[src/rtl/act_rl_pkg.sv]
package act_rl_pkg;
  // width of a counter that must hold values 0..v, never narrower than one bit
  function automatic int cnt_w(input int v);
    int w;
    w = $clog2(v + 1);
    return (w < 1) ? 1 : w;
  endfunction
endpackage

[src/rtl/arl_rst_sync.sv]
module arl_rst_sync (
  input  logic clk,
  input  logic rst_n_in,
  output logic rst_n_out
);
  logic [1:0] sync_q;

  always_ff @(posedge clk or negedge rst_n_in) begin
    if (!rst_n_in) sync_q <= 2'b00;
    else           sync_q <= {sync_q[0], 1'b1};
  end

  assign rst_n_out = sync_q[1];
endmodule

[src/rtl/arl_gap_timer.sv]
module arl_gap_timer
  import act_rl_pkg::*;
#(
  parameter int GAP_CYC = 5
) (
  input  logic clk,
  input  logic rst_n,
  input  logic act_go,
  output logic gap_ok
);
  localparam int GW = cnt_w(GAP_CYC);
  localparam logic [GW-1:0] GAP_V = GW'(GAP_CYC);

  logic [GW-1:0] since_q, since_d;
  logic          since_en;

  // cycles since the last accepted activate, saturating at the gap
  always_comb begin
    since_en = act_go || (since_q < GAP_V);
    since_d  = act_go ? GW'(1) : since_q + GW'(1);
  end

  always_ff @(posedge clk or negedge rst_n) begin
    if (!rst_n)        since_q <= GAP_V;
    else if (since_en) since_q <= since_d;
  end

  assign gap_ok = (since_q >= GAP_V);

  // the spacing permit only ever closes because of an accepted activate
  p_gap_close_r2: assert property (@(posedge clk) disable iff (!rst_n)
    $fell(gap_ok) |-> $past(act_go));

  generate
    if (GAP_CYC > 1) begin : g_hold_chk
      // the cycle after an accepted activate is always blocked
      p_gap_hold_r2: assert property (@(posedge clk) disable iff (!rst_n)
        act_go |=> !gap_ok);
    end
  endgenerate
endmodule

[src/rtl/arl_window_track.sv]
module arl_window_track
  import act_rl_pkg::*;
#(
  parameter int WIN_CYC   = 32,
  parameter int ACT_LIMIT = 4
) (
  input  logic clk,
  input  logic rst_n,
  input  logic act_go,
  output logic win_ok
);
  generate
    if (WIN_CYC == 0) begin : g_off
      // window rule disabled
      assign win_ok = 1'b1;
    end else begin : g_on
      localparam int AW = cnt_w(WIN_CYC);
      localparam int PW = (ACT_LIMIT > 1) ? $clog2(ACT_LIMIT) : 1;
      localparam logic [AW-1:0] WIN_V  = AW'(WIN_CYC);
      localparam logic [PW-1:0] LAST_P = PW'(ACT_LIMIT - 1);

      logic [AW-1:0] age_q [ACT_LIMIT];
      logic [AW-1:0] age_d [ACT_LIMIT];
      logic [PW-1:0] wp_q, wp_d;

      // slot at the write pointer holds the oldest of the last ACT_LIMIT
      always_comb begin
        for (int i = 0; i < ACT_LIMIT; i++) begin
          if (act_go && (PW'(i) == wp_q)) age_d[i] = AW'(1);
          else if (age_q[i] < WIN_V)      age_d[i] = age_q[i] + AW'(1);
          else                            age_d[i] = age_q[i];
        end
        if (!act_go)              wp_d = wp_q;
        else if (wp_q == LAST_P)  wp_d = '0;
        else                      wp_d = wp_q + PW'(1);
      end

      always_ff @(posedge clk or negedge rst_n) begin
        if (!rst_n) begin
          wp_q <= '0;
          for (int i = 0; i < ACT_LIMIT; i++) age_q[i] <= WIN_V;
        end else begin
          wp_q <= wp_d;
          for (int i = 0; i < ACT_LIMIT; i++) age_q[i] <= age_d[i];
        end
      end

      assign win_ok = (age_q[wp_q] >= WIN_V);

      // the window permit only closes right after an accepted activate
      p_win_close_r3: assert property (@(posedge clk) disable iff (!rst_n)
        $fell(win_ok) |-> $past(act_go));
    end
  endgenerate
endmodule

[src/rtl/act_rate_limiter.sv]
module act_rate_limiter
  import act_rl_pkg::*;
#(
  parameter int GAP_CYC   = 5,
  parameter int WIN_CYC   = 32,
  parameter int ACT_LIMIT = 4
) (
  input  logic clk,
  input  logic rst_n,
  input  logic act_strobe,
  output logic act_ok,
  output logic act_viol
);
  logic rst_s_n;
  logic gap_ok, win_ok, act_go, bad_req;
  logic viol_q, viol_d;

  arl_rst_sync u_rst (
    .clk       (clk),
    .rst_n_in  (rst_n),
    .rst_n_out (rst_s_n)
  );

  arl_gap_timer #(.GAP_CYC(GAP_CYC)) u_gap (
    .clk    (clk),
    .rst_n  (rst_s_n),
    .act_go (act_go),
    .gap_ok (gap_ok)
  );

  arl_window_track #(.WIN_CYC(WIN_CYC), .ACT_LIMIT(ACT_LIMIT)) u_win (
    .clk    (clk),
    .rst_n  (rst_s_n),
    .act_go (act_go),
    .win_ok (win_ok)
  );

  always_comb begin
    act_ok  = gap_ok && win_ok;
    act_go  = act_strobe && act_ok;
    bad_req = act_strobe && !act_ok;
    viol_d  = viol_q || bad_req;
  end

  always_ff @(posedge clk or negedge rst_s_n) begin
    if (!rst_s_n) viol_q <= 1'b0;
    else          viol_q <= viol_d;
  end

  assign act_viol = viol_q;

  // a blocked strobe raises the violation flag next cycle
  p_viol_set_r7: assert property (@(posedge clk) disable iff (!rst_s_n)
    (act_strobe && !act_ok) |=> act_viol);

  // the violation flag is sticky
  p_viol_sticky_r8: assert property (@(posedge clk) disable iff (!rst_s_n)
    act_viol |=> act_viol);
endmodule

[config.mk]
export PLATFORM = sky130hd
export DESIGN_NAME = act_rate_limiter
export DESIGN_NICKNAME = d
export VERILOG_FILES = /design/src/rtl/act_rl_pkg.sv /design/src/rtl/arl_rst_sync.sv /design/src/rtl/arl_gap_timer.sv /design/src/rtl/arl_window_track.sv /design/src/rtl/act_rate_limiter.sv
export SDC_FILE = /design/constraint.sdc
export NUM_CORES = 1
export LEC_CHECK = 0
export ABC_CLOCK_PERIOD_IN_PS = 2200
export BUFFER_PORTS_ARGS = -buffer_cell sky130_fd_sc_hd__buf_4
export CORE_MARGIN = 2
export CORE_UTILIZATION = 55
export CTS_CLUSTER_SIZE = 40
export DETAILED_ROUTE_END_ITERATION = 10
export PLACE_DENSITY = 0.72
export SLEW_MARGIN = 20
export SYNTH_ARGS = -nofsm -noshare
export SYNTH_HDL_FRONTEND = slang
export SYNTH_SLANG_ARGS = --single-unit
export TNS_END_PERCENT = 10
[constraint.sdc]
create_clock -name clk -period 2.2 [get_ports clk]
set_input_delay 0.44 -clock clk [delete_from_list [all_inputs] [get_ports clk]]
set_output_delay 0.44 -clock clk [all_outputs]
set_load 0.01 [all_outputs]
# Word-level counts from Yosys, hierarchy flattened
# Index checks and enable logic that the tools add are counted.
# W data, S select, Z words.
[word_totals]
ff_bits = 32
wordCells = 55
input_bits = 3
out_inout_bits = 2
[classes]
n_eq_ne = 4
n_addsub = 6
reduce_logical = 15
n_mux = 13
n_bitwise = 1
magnitude_cmp = 8
[ops]
columns = ["cell", "count"]
rows = [
  ["$mux W6", 10],
  ["$add A6 B1 Y6 const B", 4],
  ["$lt A6 B6 Y1 const B", 4],
  ["$bmux W6 S2", 1],
  ["$reduce_bool A2 Y1", 4],
  ["$logic_and A1 B1 Y1", 7],
  ["$ge A3 B3 Y1 const B", 2],
  ["$ge A6 B6 Y1 const B", 1],
  ["$eq A2 B2 Y1 const A", 2],
  ["$add A3 B1 Y3 const B", 1],
  ["$lt A3 B3 Y1 const B", 1],
  ["$mux W3", 1],
  ["$not A2 Y3", 1],
  ["$add A2 B1 Y2 const B", 1],
  ["$eq A1 B2 Y1 const A", 1],
  ["$eq A2 B2 Y1 const B", 1],
  ["$logic_not A2 Y1", 1],
  ["$logic_or A1 B1 Y1", 2],
  ["$mux W2", 1],
  ["$logic_not A1 Y1", 1],
]

# Depth between registers and ports, before layout
[logic_depth]
depth_word = 9
depth_mapped = 6
mapped_depth_nobuf = 5

# By module
# Synthesis repeated with hierarchy kept, for this count alone.
[hier_totals]
cells_unflattened = 138
area_unflattened_um2 = 1555.2
[by_module_without_submodules]
columns = ["mod", "cells_each", "instances", "area_per_inst_um2", "seq_area_each_um2"]
rows = [
  ["arl_window_track", 115, 1, 1285.0, 655.6],
  ["arl_gap_timer", 15, 1, 168.9, 77.6],
  ["arl_rst_sync", 3, 1, 53.8, 50.0],
  ["act_rate_limiter", 5, 1, 47.5, 25.0],
]

# Worst setup path after synthesis
# Ideal clock, no wire load.
[synth_timing]
kind = "register -> output"
startpoint = "register u_win.g_on.wp_q[0]"
endpoint = "output port act_ok"
n_path_buf = 0
path_stages_with_launch = 3
path_slack_ns = 0.511
t_required_ns = 1.760
arrival_ns = 1.249
cell_sequence = "dfrtp_1 mux4_2 and3_2"
[synth_via]
elab_chain_len = 6
[synth_rtl]
columns = ["item", "line", "rtl"]
rows = [
  ["from (decl)", "arl_window_track.sv:24", "logic [PW-1:0] wp_q, wp_d;"],
  ["from (signal assigned)", "arl_window_track.sv:43", "wp_q <= wp_d;"],
  ["$not A2 Y3 (implied by the code)", "arl_window_track.sv:48", "assign win_ok = (age_q[wp_q] >= WIN_V);"],
  ["$bmux W6 S2", "arl_window_track.sv:48", ""],
  ["$mux W6 (implied by the code) (2 in series)", "arl_window_track.sv:48", ""],
  ["$ge A6 B6 Y1", "arl_window_track.sv:48", ""],
  ["$logic_and A1 B1 Y1", "act_rate_limiter.sv:39", "act_ok = gap_ok && win_ok;"],
  ["to (decl)", "act_rate_limiter.sv:11", "output logic act_ok,"],
]
# Every way passes these cells. The select of a mux whose other input is x is not followed.

# Worst setup path after layout
# Ends and elaborated chain as after synthesis.

==> out/summary.md <==
Counting the fill cells in the layout gives 242. The TritonCTS sink count was 32. The logs give 2553 um for the total wire length after detailed routing and 58.61% for the initial core utilization.

The unique cell type count in the Yosys netlist was 30; the insertion delay of the later-clocked pin in the worst-skew pair was 0.33 ns. Synthesis inferred 32 register bits. The worst path uses 95.78% of the clock period.

Clock-pin slew was measured on the worst setup and hold paths at 0.10 ns. The number of global-route vias before repair is 1080. The site row count was 19.

In the global route stage, overall resource usage came out at 18.56%. The first detailed-routing pass ran for 4 iterations. For the finished layout, the period the worst path requires is 2.107 ns. In this run the horizontal extent of the chip is 58.68 um. The final count of pins violating max slew came out at 0. The first global-routing pass estimated 4588 um of wire. The fraction of layout instances using a drive strength above 1 was 23.18%. The run finished with clean final reports.

Total count of hold-check failures in the final report: 0. Compared with the post-synthesis result, the final layout area differs by 6.317%. The tightest min-delay check is of the flip-flop to async pin type.

In this run the number of H-tree levels came out at 2. The endpoint required time on the critical path is 1.76 ns. The critical setup path kind is flip-flop to output port. The worst clock skew is 0.01573 ns, and the post-route antenna net violation count is 0. Across all layers, the routed design uses 1018 vias.

Dividing total power by cell area gives a power density of 1528 nW/um^2. The floorplan core area was 2805 um^2; the worst vdd rail ir drop was 845.6 uV. The logic depth of the worst register-to-register path is 4.

The reg-to-reg startpoint was u_win.g_on.wp_q[0]. The number of remaining DRC errors is 0. The number of antenna diodes in the final layout is 0. Setup violations remaining at the end of the flow were counted as 0. Count of input and output buffers: 4.

The wire-length estimate of the detail-placed layout is 1744 um. The largest fanout of any net on the critical path was 6; the count of maximum capacitance violations was 0. Synthesis produced a netlist with a net count of 152. The maximum buffer depth of the clock tree came out at 2. A synthesized cell averages 11.83 um^2. In this run the register-to-register setup slack is 0.51 ns.

Synthesis handed over a netlist of 139 instances. The leakage power is 0.8060 nW. The worst register-to-register path ends at u_win.g_on.wp_q[1]. Of the synthesized area, sequential elements account for 49.16%. The run gives 5 as the total clock buffers created by CTS. The final hold slack is 0.2558 ns, and the net count reported at finish is 163.

In this run the vertical extent of the chip is 58.68 um. For the initial antenna violation count, the log shows 0. The category of the worst setup path launch point is a flip-flop. The floorplan die area came out at 3443 um^2. Using the TritonRoute via totals, the vias-per-cell ratio works out to 5.593. For this block, the initial DRC count from the detailed router was 18. Tracing the worst setup path back leads to its startpoint at u_win.g_on.wp_q[0]. The pin count of the biggest net entering global routing is 31. Dividing the detail-routed wire length by the instance count gives 14.03 um.

Setup repair after global routing left no endpoint under its margin. Data arrives at the worst endpoint at 1.67 ns. Timing would allow up to 474.6 MHz. Global routing finished with a remaining overflow of 0.

The routability congestion estimate from global placement is 0.7962, and the post-synthesis instance area is 1644 um^2. The master cell of the clock root buffer was sky130_fd_sc_hd__clkbuf_4. The Yosys step of the flow raised 0 warnings.

TritonCTS built the clock tree. The I/O pin count is 5. The kind of capture point of the worst setup path was an output port. The accumulated negative setup slack came out at 0 ns.
[synth_stat cells (all sizes together)]
cell / number / area share, %
a2111oi: 1 / 0.91
a21oi: 5 / 1.8
a31oi: 4 / 1.5
a32oi: 1 / 0.53
and2b: 1 / 0.53
and3: 9 / 3.5
buf: 5 / 3.4
conb: 1 / 0.23
dfrtp: 26 / 40
dfstp: 6 / 9.6
ha: 10 / 7.6
inv: 5 / 1.1
mux2: 3 / 2.1
mux2i: 4 / 2.4
mux4: 1 / 1.4
nand2: 1 / 0.23
nand2b: 4 / 3.3
nand3: 1 / 0.30
nand4b: 7 / 3.7
nor2: 21 / 4.8
nor2b: 3 / 1.1
o21ai: 1 / 0.30
o21bai: 1 / 0.46
o311a: 1 / 0.68
or3: 2 / 0.84
xnor2: 4 / 2.1
xor2: 11 / 5.9
[placed cells by master, fill, tap and decap left out, drive strengths merged]
master,Yosys,final
dfrtp,26,26
nor2,21,21
xor2,11,11
ha,10,10
and3,9,9
buf,5,8
nand4b,7,7
clkbuf,0,7
dfstp,6,6
inv,5,5
a21oi,5,5
a31oi,4,4
mux2i,4,4
nand2b,4,4
xnor2,4,4
nor2b,3,3
mux2,3,3
or3,2,2
mux4,1,1
o21bai,1,1
o311a,1,1
a2111oi,1,1
nand2,1,1
nand3,1,1
o21ai,1,1
and2b,1,1
a32oi,1,1
clkinv,0,1
dlygate4sd3,0,1
conb,1,1
[registers in the layout, indices dropped and copies added (netlist names)]
signal,cells
act_viol,1
u_gap.since_q,3
u_rst.sync_q,2
u_win.g_on.age_q,24
u_win.g_on.wp_q,2
[worst max-delay path by stage]
stage                     slack (ns)  cells past startpoint  endpoint
after detailed placement        0.32                      3    act_ok
after CTS                       0.02                      3    act_ok
final                           0.09                      3    act_ok
after global placement          0.35                      3    act_ok
after global routing           0.009                      5    act_ok
after floorplan                 0.51                      2    act_ok
[power breakdown]
| group | switching [mW] | internal (mW) | total [mW] | leakage [nW] |
|---|---|---|---|---|
| Combinational | 0.526 | 0.598 | 1.12 | 0.407 |
| Clock | 0.182 | 0.124 | 0.306 | 0.0293 |
| Sequential | 0.321 | 0.920 | 1.24 | 0.370 |
| Total | 1.03 | 1.64 | 2.67 | 0.806 |
[cell families after synthesis]
kind of cell               after synthesis  share of synthesized area (%)
AOI/OAI and AO/OA                       14                          6.164
xor gates and xnor gates                15                          7.991
adders and majority gates               10                          7.610
buffers and inverters                   10                          4.566
DFF                                     32                          49.16
muxes                                    8                          5.860
other                                    1                         0.2281
and+or+nand+nor                         49                          18.42
[critical path, cell delays in order, from the launching register on]
cell,delay (ns)
sky130_fd_sc_hd__dfrtp_2,0.43
sky130_fd_sc_hd__mux4_2,0.54
sky130_fd_sc_hd__and3_2,0.23
sky130_fd_sc_hd__buf_4,0.14
[timing repair]
item / CTS / global route
gates cloned: 0 / 0
endpoints found under the setup margin: 1 / 1
hold buffers: 1 / 0
buffers inserted: 2 / 1
resized for setup: 0 / 1
pin swaps: 0 / 0
hold endpoints to repair: 2 / 0
[through the flow]
stage                     std cells  worst slack (ns)  power, mW  cell area, um^2  util [%]
after floorplan                 139            0.5109      2.101             1644         -
after global placement          170            0.3464      2.236             1664     59.32
after detailed placement        170            0.3203      2.318             1664     59.32
after CTS                       181           0.02452      2.694             1739     62.00
after global routing            182          0.009403      2.940             1748     62.31
final                           182           0.09285      2.671             1748     62.31
[per-layer routing]
| layer | GRT usage (%) | up-vias | share of wire [%] |
|---|---|---|---|
| met2 | 30.02 | 10 | 49 |
| met1 | 21.75 | 506 | 45 |
| li1 | - | 498 | - |
| met3 | 7.253 | 4 | 2.7 |
| met5 | 0 | - | 0 |
| met4 | 8.766 | 0 | 2.5 |
[layout make-up]
cell class / instances / area (um^2) / area share (%)
tap: 31 / 38.79 / 2.219
clock inverter: 1 / 5.005 / 0.2863
clock buffer: 7 / 45.04 / 2.577
timing repair buffer: 9 / 70.07 / 4.009
sequential: 32 / 809.5 / 46.31
multi-input combinational: 97 / 760.7 / 43.52
inverter: 5 / 18.77 / 1.074
No activity file was read; power rests on OpenSTA's default activity.
